[config.mk]
export PLATFORM = sky130hd
export DESIGN_NAME = tim_evgen_top
export DESIGN_NICKNAME = d
export VERILOG_FILES = /design/src/rtl/tim_pkg.sv /design/src/rtl/tim_prescaler.sv /design/src/rtl/tim_counter.sv /design/src/rtl/tim_evgen_top.sv
export SDC_FILE = /design/constraint.sdc
export NUM_CORES = 1
export LEC_CHECK = 0
export BUFFER_PORTS_ARGS = -buffer_cell sky130_fd_sc_hd__buf_2
export CAP_MARGIN = 20
export CORE_ASPECT_RATIO = 1.4
export CORE_MARGIN = 2
export CORE_UTILIZATION = 58
export DETAILED_ROUTE_END_ITERATION = 6
export PLACE_DENSITY = 0.84
export REMOVE_ABC_BUFFERS = 1
export SLEW_MARGIN = 5
export SYNTH_ARGS = -nofsm -noshare
export SYNTH_HDL_FRONTEND = slang
export SYNTH_HIERARCHICAL = 1
export SYNTH_SLANG_ARGS = --single-unit
[constraint.sdc]
create_clock -name clk -period 3.4 [get_ports clk]
set_input_delay 0.68 -clock clk [delete_from_list [all_inputs] [get_ports clk]]
set_output_delay 0.68 -clock clk [all_outputs]
set_load 0.005 [all_outputs]
[src/rtl/tim_pkg.sv]
package tim_pkg;
    localparam int ADDR_W  = 4;
    localparam int NCH     = 4;
    localparam int NEV     = NCH + 3;
    localparam int NCMP    = 3;
    localparam int CEW     = 4;
    localparam int CFGW    = NCMP * CEW;
    localparam int OVC_LSB = 9;
    localparam int EV_UPD  = 0;
    localparam int EV_COM  = NCH + 1;
    localparam int EV_TRG  = NCH + 2;

    localparam logic [ADDR_W-1:0] A_CTRL = 4'd0;
    localparam logic [ADDR_W-1:0] A_IEN  = 4'd1;
    localparam logic [ADDR_W-1:0] A_DEN  = 4'd2;
    localparam logic [ADDR_W-1:0] A_STAT = 4'd3;
    localparam logic [ADDR_W-1:0] A_EVG  = 4'd4;
    localparam logic [ADDR_W-1:0] A_CHIN = 4'd5;
    localparam logic [ADDR_W-1:0] A_PSC  = 4'd6;
    localparam logic [ADDR_W-1:0] A_ARR  = 4'd7;
    localparam logic [ADDR_W-1:0] A_CNT  = 4'd8;
    localparam logic [ADDR_W-1:0] A_CCR0 = 4'd9;
    localparam logic [ADDR_W-1:0] A_CFGS = 4'd13;
    localparam logic [ADDR_W-1:0] A_CFGA = 4'd14;
endpackage

[src/rtl/tim_prescaler.sv]
module tim_prescaler #(
    parameter int DW = 16
) (
    input  logic          clk,
    input  logic          rst_n,
    input  logic          en,
    input  logic          clr,
    input  logic [DW-1:0] ratio,
    output logic          tick
);
    typedef struct packed {
        logic [DW-1:0] cnt;
    } psc_t;

    psc_t psc_d, psc_q;

    always_comb begin
        psc_d = psc_q;
        tick  = 1'b0;
        if (clr) begin
            psc_d.cnt = '0;
        end else if (en) begin
            if (psc_q.cnt >= ratio) begin
                psc_d.cnt = '0;
                tick      = 1'b1;
            end else begin
                psc_d.cnt = psc_q.cnt + 1'b1;
            end
        end
    end

    always_ff @(posedge clk) begin
        if (!rst_n) psc_q <= '0;
        else        psc_q <= psc_d;
    end
endmodule

[src/rtl/tim_counter.sv]
module tim_counter #(
    parameter int DW = 16
) (
    input  logic          clk,
    input  logic          rst_n,
    input  logic          tick,
    input  logic          load,
    input  logic [DW-1:0] load_val,
    input  logic          down,
    input  logic          center,
    input  logic [DW-1:0] top,
    input  logic [DW-1:0] reload,
    output logic [DW-1:0] cnt,
    output logic          wrap
);
    typedef struct packed {
        logic [DW-1:0] cnt;
        logic          up;
    } ctr_t;

    ctr_t ctr_d, ctr_q;

    always_comb begin
        ctr_d = ctr_q;
        wrap  = 1'b0;
        if (load) begin
            ctr_d.cnt = load_val;
            ctr_d.up  = 1'b1;
        end else if (tick) begin
            if (center) begin
                if (top == '0) begin
                    ctr_d.cnt = '0;
                    wrap      = 1'b1;
                end else if (ctr_q.up) begin
                    if (ctr_q.cnt >= top) begin
                        ctr_d.cnt = top - 1'b1;
                        ctr_d.up  = 1'b0;
                        wrap      = 1'b1;
                    end else begin
                        ctr_d.cnt = ctr_q.cnt + 1'b1;
                    end
                end else if (ctr_q.cnt == '0) begin
                    ctr_d.cnt = {{(DW-1){1'b0}}, 1'b1};
                    ctr_d.up  = 1'b1;
                    wrap      = 1'b1;
                end else begin
                    ctr_d.cnt = ctr_q.cnt - 1'b1;
                end
            end else if (down) begin
                if (ctr_q.cnt == '0) begin
                    ctr_d.cnt = reload;
                    wrap      = 1'b1;
                end else begin
                    ctr_d.cnt = ctr_q.cnt - 1'b1;
                end
            end else if (ctr_q.cnt >= top) begin
                ctr_d.cnt = '0;
                wrap      = 1'b1;
            end else begin
                ctr_d.cnt = ctr_q.cnt + 1'b1;
            end
        end
    end

    assign cnt = ctr_q.cnt;

    always_ff @(posedge clk) begin
        if (!rst_n) ctr_q <= '{cnt: '0, up: 1'b1};
        else        ctr_q <= ctr_d;
    end
endmodule

[src/rtl/tim_evgen_top.sv]
module tim_evgen_top
    import tim_pkg::*;
#(
    parameter int DW = 16
) (
    input  logic              clk,
    input  logic              rst_n,
    input  logic              wr_en,
    input  logic [ADDR_W-1:0] wr_addr,
    input  logic [DW-1:0]     wr_data,
    input  logic [ADDR_W-1:0] rd_addr,
    output logic [DW-1:0]     rd_data,
    output logic              irq,
    output logic [NEV-1:0]    dma_req
);
    typedef struct packed {
        logic                    en;
        logic                    down;
        logic                    center;
        logic                    ccpc;
        logic [NEV-1:0]          ien;
        logic [NEV-1:0]          den;
        logic [NEV-1:0]          flags;
        logic [NEV-1:0]          ev;
        logic [NEV-1:0]          dma;
        logic [NCH-1:0]          ovc;
        logic [NCH-1:0]          chin;
        logic [DW-1:0]           psc_pre;
        logic [DW-1:0]           arr_pre;
        logic [DW-1:0]           psc_sh;
        logic [DW-1:0]           arr_sh;
        logic [NCH-1:0][DW-1:0]  ccr;
        logic [CFGW-1:0]         cfg_pre;
        logic [CFGW-1:0]         cfg_act;
    } st_t;

    st_t st_d, st_q;

    logic          tick, wrap, upd;
    logic [DW-1:0] cnt, load_val, capv;
    logic [NEV-1:0] set;

    assign load_val = (st_q.center || !st_q.down) ? '0 : st_q.arr_pre;
    assign capv     = st_q.ev[EV_UPD] ? load_val : cnt;
    assign upd      = st_q.ev[EV_UPD] | wrap;

    tim_prescaler #(.DW(DW)) u_psc (
        .clk   (clk),
        .rst_n (rst_n),
        .en    (st_q.en),
        .clr   (st_q.ev[EV_UPD]),
        .ratio (st_q.psc_sh),
        .tick  (tick)
    );

    tim_counter #(.DW(DW)) u_cnt (
        .clk      (clk),
        .rst_n    (rst_n),
        .tick     (tick),
        .load     (st_q.ev[EV_UPD]),
        .load_val (load_val),
        .down     (st_q.down),
        .center   (st_q.center),
        .top      (st_q.arr_sh),
        .reload   (st_q.arr_pre),
        .cnt      (cnt),
        .wrap     (wrap)
    );

    always_comb begin
        st_d    = st_q;
        st_d.ev = '0;
        set     = '0;
        if (wr_en) begin
            case (wr_addr)
                A_CTRL: {st_d.ccpc, st_d.center, st_d.down, st_d.en} = wr_data[3:0];
                A_IEN:  st_d.ien = wr_data[NEV-1:0];
                A_DEN:  st_d.den = wr_data[NEV-1:0];
                A_STAT: begin
                    st_d.flags = st_q.flags & wr_data[NEV-1:0];
                    st_d.ovc   = st_q.ovc & wr_data[OVC_LSB +: NCH];
                end
                A_EVG:  st_d.ev = wr_data[NEV-1:0];
                A_CHIN: st_d.chin = wr_data[NCH-1:0];
                A_PSC:  st_d.psc_pre = wr_data;
                A_ARR:  st_d.arr_pre = wr_data;
                A_CFGS: begin
                    st_d.cfg_pre = wr_data[CFGW-1:0];
                    if (!st_q.ccpc) st_d.cfg_act = wr_data[CFGW-1:0];
                end
                default: ;
            endcase
            for (int i = 0; i < NCH; i++) begin
                if (wr_addr == A_CCR0 + ADDR_W'(i)) st_d.ccr[i] = wr_data;
            end
        end
        // forced and natural events are applied after software writes
        set[EV_UPD] = upd;
        if (upd) begin
            st_d.psc_sh = st_q.psc_pre;
            st_d.arr_sh = st_q.arr_pre;
        end
        for (int i = 0; i < NCH; i++) begin
            if (st_q.ev[i+1]) begin
                set[i+1] = 1'b1;
                if (st_q.chin[i]) begin
                    st_d.ccr[i] = capv;
                    if (st_q.flags[i+1]) st_d.ovc[i] = 1'b1;
                end
            end
        end
        if (st_q.ev[EV_COM]) begin
            set[EV_COM] = 1'b1;
            if (st_q.ccpc) st_d.cfg_act = st_q.cfg_pre;
        end
        set[EV_TRG] = st_q.ev[EV_TRG];
        st_d.flags  = st_d.flags | set;
        st_d.dma    = set & st_q.den;
    end

    always_ff @(posedge clk) begin
        if (!rst_n) begin
            st_q         <= '0;
            st_q.arr_pre <= '1;
            st_q.arr_sh  <= '1;
        end else begin
            st_q <= st_d;
        end
    end

    assign irq     = |(st_q.flags & st_q.ien);
    assign dma_req = st_q.dma;

    always_comb begin
        rd_data = '0;
        case (rd_addr)
            A_CTRL: rd_data[3:0] = {st_q.ccpc, st_q.center, st_q.down, st_q.en};
            A_IEN:  rd_data[NEV-1:0] = st_q.ien;
            A_DEN:  rd_data[NEV-1:0] = st_q.den;
            A_STAT: begin
                rd_data[NEV-1:0]        = st_q.flags;
                rd_data[OVC_LSB +: NCH] = st_q.ovc;
            end
            A_CHIN: rd_data[NCH-1:0] = st_q.chin;
            A_PSC:  rd_data = st_q.psc_pre;
            A_ARR:  rd_data = st_q.arr_pre;
            A_CNT:  rd_data = cnt;
            A_CFGS: rd_data[CFGW-1:0] = st_q.cfg_pre;
            A_CFGA: rd_data[CFGW-1:0] = st_q.cfg_act;
            default: ;
        endcase
        for (int i = 0; i < NCH; i++) begin
            if (rd_addr == A_CCR0 + ADDR_W'(i)) rd_data = st_q.ccr[i];
        end
    end

    // a pending event lives exactly one cycle unless written again
    assert_ev_selfclear_R1: assert property (@(posedge clk) disable iff (!rst_n)
        ((st_q.ev != '0) && !(wr_en && wr_addr == A_EVG)) |=> (st_q.ev == '0))
        else $error("event bits did not clear");

    assert_trig_flag_R3: assert property (@(posedge clk) disable iff (!rst_n)
        st_q.ev[EV_TRG] |=> st_q.flags[EV_TRG])
        else $error("trigger flag not set");

    assert_upd_zero_R4: assert property (@(posedge clk) disable iff (!rst_n)
        (st_q.ev[EV_UPD] && (st_q.center || !st_q.down)) |=> (cnt == '0))
        else $error("forced update did not clear counter");

    assert_upd_reload_R4: assert property (@(posedge clk) disable iff (!rst_n)
        (st_q.ev[EV_UPD] && st_q.down && !st_q.center) |=> (cnt == $past(st_q.arr_pre)))
        else $error("forced update did not reload counter");

    assert_cfg_hold_R7: assert property (@(posedge clk) disable iff (!rst_n)
        (st_q.ccpc && !st_q.ev[EV_COM]) |=> $stable(st_q.cfg_act))
        else $error("working configuration moved without commutation");

    for (genvar g = 0; g < NCH; g++) begin : g_ovc_chk
        assert_overcapture_R6: assert property (@(posedge clk) disable iff (!rst_n)
            (st_q.ev[g+1] && st_q.chin[g] && st_q.flags[g+1]) |=> st_q.ovc[g])
            else $error("overcapture not flagged");
    end

    for (genvar g = 0; g < NEV; g++) begin : g_flag_chk
        assert_flag_sticky_R8: assert property (@(posedge clk) disable iff (!rst_n)
            (st_q.flags[g] && !(wr_en && wr_addr == A_STAT && !wr_data[g])) |=> st_q.flags[g])
            else $error("status flag dropped without a clear");
        assert_dma_enabled_R10: assert property (@(posedge clk) disable iff (!rst_n)
            st_q.dma[g] |-> $past(st_q.den[g]))
            else $error("DMA pulse without enable");
    end
endmodule

==> impl_metrics.toml <==
[worst_hold_path]
whs_path_depth = 2
hold_path_class = "reg2reg"

[logic_synthesis]
syn-cell-area_sq_um = 14400
synth_area_per_cell_sq_um = 7.85
synth_top_area_share = 0.324
ys_ff_latch = 232
synth.top_cells.by_area = "dfxtp_1, mux2i_1, nand2_1"
yosys.area.top_type = "dfxtp_1"
synth_ff_type = "dfxtp_1"
ys_types = 98
synth_edf_count = 0
seq_area_frac_synth = 0.324
ys_warn_count = 6
synthTopCellsByCount = "nand2_1, dfxtp_1, a21oi_1"
synth_most_common_cell = "nand2_1"
async_flop_share = 0
synthCells = 1829

[final_layout]
nets = 1891
area_growth_pct = 8.94
drive_gt1_frac = 0.133
nFillCells = 2170
n_antenna_cell = 0
multi_input_area_sq_um = 8660
regArea_sq_um = 4650
final_util = 0.638

[status]
run_status = "completed"

[clock_network]
cts_setup_buffers = 0
clockRootBuffer = "clkbuf_16"
hold_buffers = 0
cts_tree = "yes"
cts.sinks = 232
cts_max_level = 1
clock_path_buffers = 3
path_clk_slew_ps = 60
clk_latency_ps = 530
cts_resized = 0
cts_made_buffers = 23

[detailed_routing]
dr.pass1.iters = 6
post-route-drc-count = 0
drt_iter0_drc = 1672
wirelength_mm = 51.2
dr_total_vias = 14504
ant_nets = 0
route.detailed.wl_per_inst_microns = 23.8
detail_route.vias_per_cell = 6.73

[worst_setup_path]
crit_required_ps = 2720
arrival_ps = 2570
criticalPathCategory = "in2out"
r2r_cells = 10
crit_fanout = 31
crit_path_start_kind = "input port"
cp-end-kind = "output pin"

[power]
p_leak_nw = 6.21
vdd.ir_drop.worst_mv = 0.382
p_per_area_nw_per_um2 = 369

[timing]
finalSetupViolCount = 0
rsz0062_at_grt = "no"
min_period_over_period = 0.956
fin_ws_ps = 149
fin_skew_ps = 12.3
fmax_mhz = 308
min_period_ps = 3250
slew_headroom = 0.456
whs_ps = 453
worst_slew_pin_slew_ps = 817
slew_violations = 0
hold_viol_final = 0

[placed_design]
io_buffers = 50
place_congestion = 1.02
pre_cts_slack_ps = 219
dp.final_hpwl_mm = 36.8

[floorplan]
start_util = 0.586
die_area_sq_um = 26000
core_area_sq_um = 24500
ios = 51
fp-row-count = 68
die_height_microns = 190
die_w_microns = 137

[global_route]
grt_max_degree = 73
overflow = 0
grt_pass1_vias = 14239
antenna_found_initial = 0
track_usage = 0.391
grt_pass1_wl_mm = 78.8

[run]
drv_cap = 0
[registers in the layout, indices dropped and copies added, names as in the netlist]
name,count
u_cnt/ctr_q,1
u_psc/psc_q,16
u_cnt/cnt,16
st_q,191
dma_req,7
set,1
[critical path, stage by stage]
cell	delay (ps)
buf_2	300
buf_4	250
nor2b_1	510
a22o_1	290
a222oi_1	90
nor3_1	270
buf_2	170
[area by class of cell]
type                            count  area share
Multi-Input combinational cell   1367       0.554
Sequential cell                   232       0.297
Clock buffer                       30      0.0404
Timing Repair Buffer              144      0.0648
Clock inverter                      8     0.00480
Inverter                           58      0.0141
Tap cell                          315      0.0252
[layer usage]
layer	wire [microns]	GRT usage	vias to the layer above	part of all wire
met4	4710	0.305	0	0.092
met3	4000	0.0618	308	0.078
met2	24200	0.643	879	0.47
li1	-	-	6505	-
met5	0	0	-	0
met1	18300	0.446	6812	0.36
[path summary, 6_finish.rpt]
kind                         from           end  slack, ps
hold reg to reg         st_q[115]     st_q[115]        450
hold / removal          st_q[115]     st_q[115]        450
setup reg to reg  u_psc/psc_q[11]  u_cnt/cnt[4]        200
setup / recovery       rd_addr[1]    rd_data[8]        150
[power breakdown]
group          total, mW  internal [mW]  switching (mW)
Clock               2.49           1.38            1.11
Sequential          2.78           2.74          0.0323
Combinational      0.511          0.175           0.335
[layout by cell type, fill, tap and decap left out, types with 38 or more instances in the layout]
cell type and count:
a211oi_1 67, a21oi_1 150, buf_2 50, buf_4 90, dfxtp_1 231, ha_1 38, inv_1 55, mux2i_1 104
nand2_1 239, nand3_1 82, nor2_1 142, o21ai_0 76
[cell families after synthesis]
group / after synthesis / synth area share
buffers and inverters: 230 / 0.0749
AO/OA/AOI/OAI: 462 / 0.210
multiplexers: 110 / 0.0780
adder cells (fa/ha/maj): 38 / 0.0331
AND/OR/NAND/NOR: 705 / 0.249
XOR/XNOR: 52 / 0.0317
flip-flops: 232 / 0.324
[through the flow]
step / setup TNS, ps / cells / power, mW / area [sq um]
after global routing: 0 / 2154 / 5.89 / 15600
final: 0 / 2154 / 5.77 / 15600
after detailed placement: 0 / 2115 / 3.33 / 14900
after floorplan: -20330 / 1657 / 3.06 / 13500
after CTS: 0 / 2153 / 5.75 / 15600
after global placement: 0 / 2115 / 3.32 / 14900
Note: power is estimated with default switching activity, not from simulation.
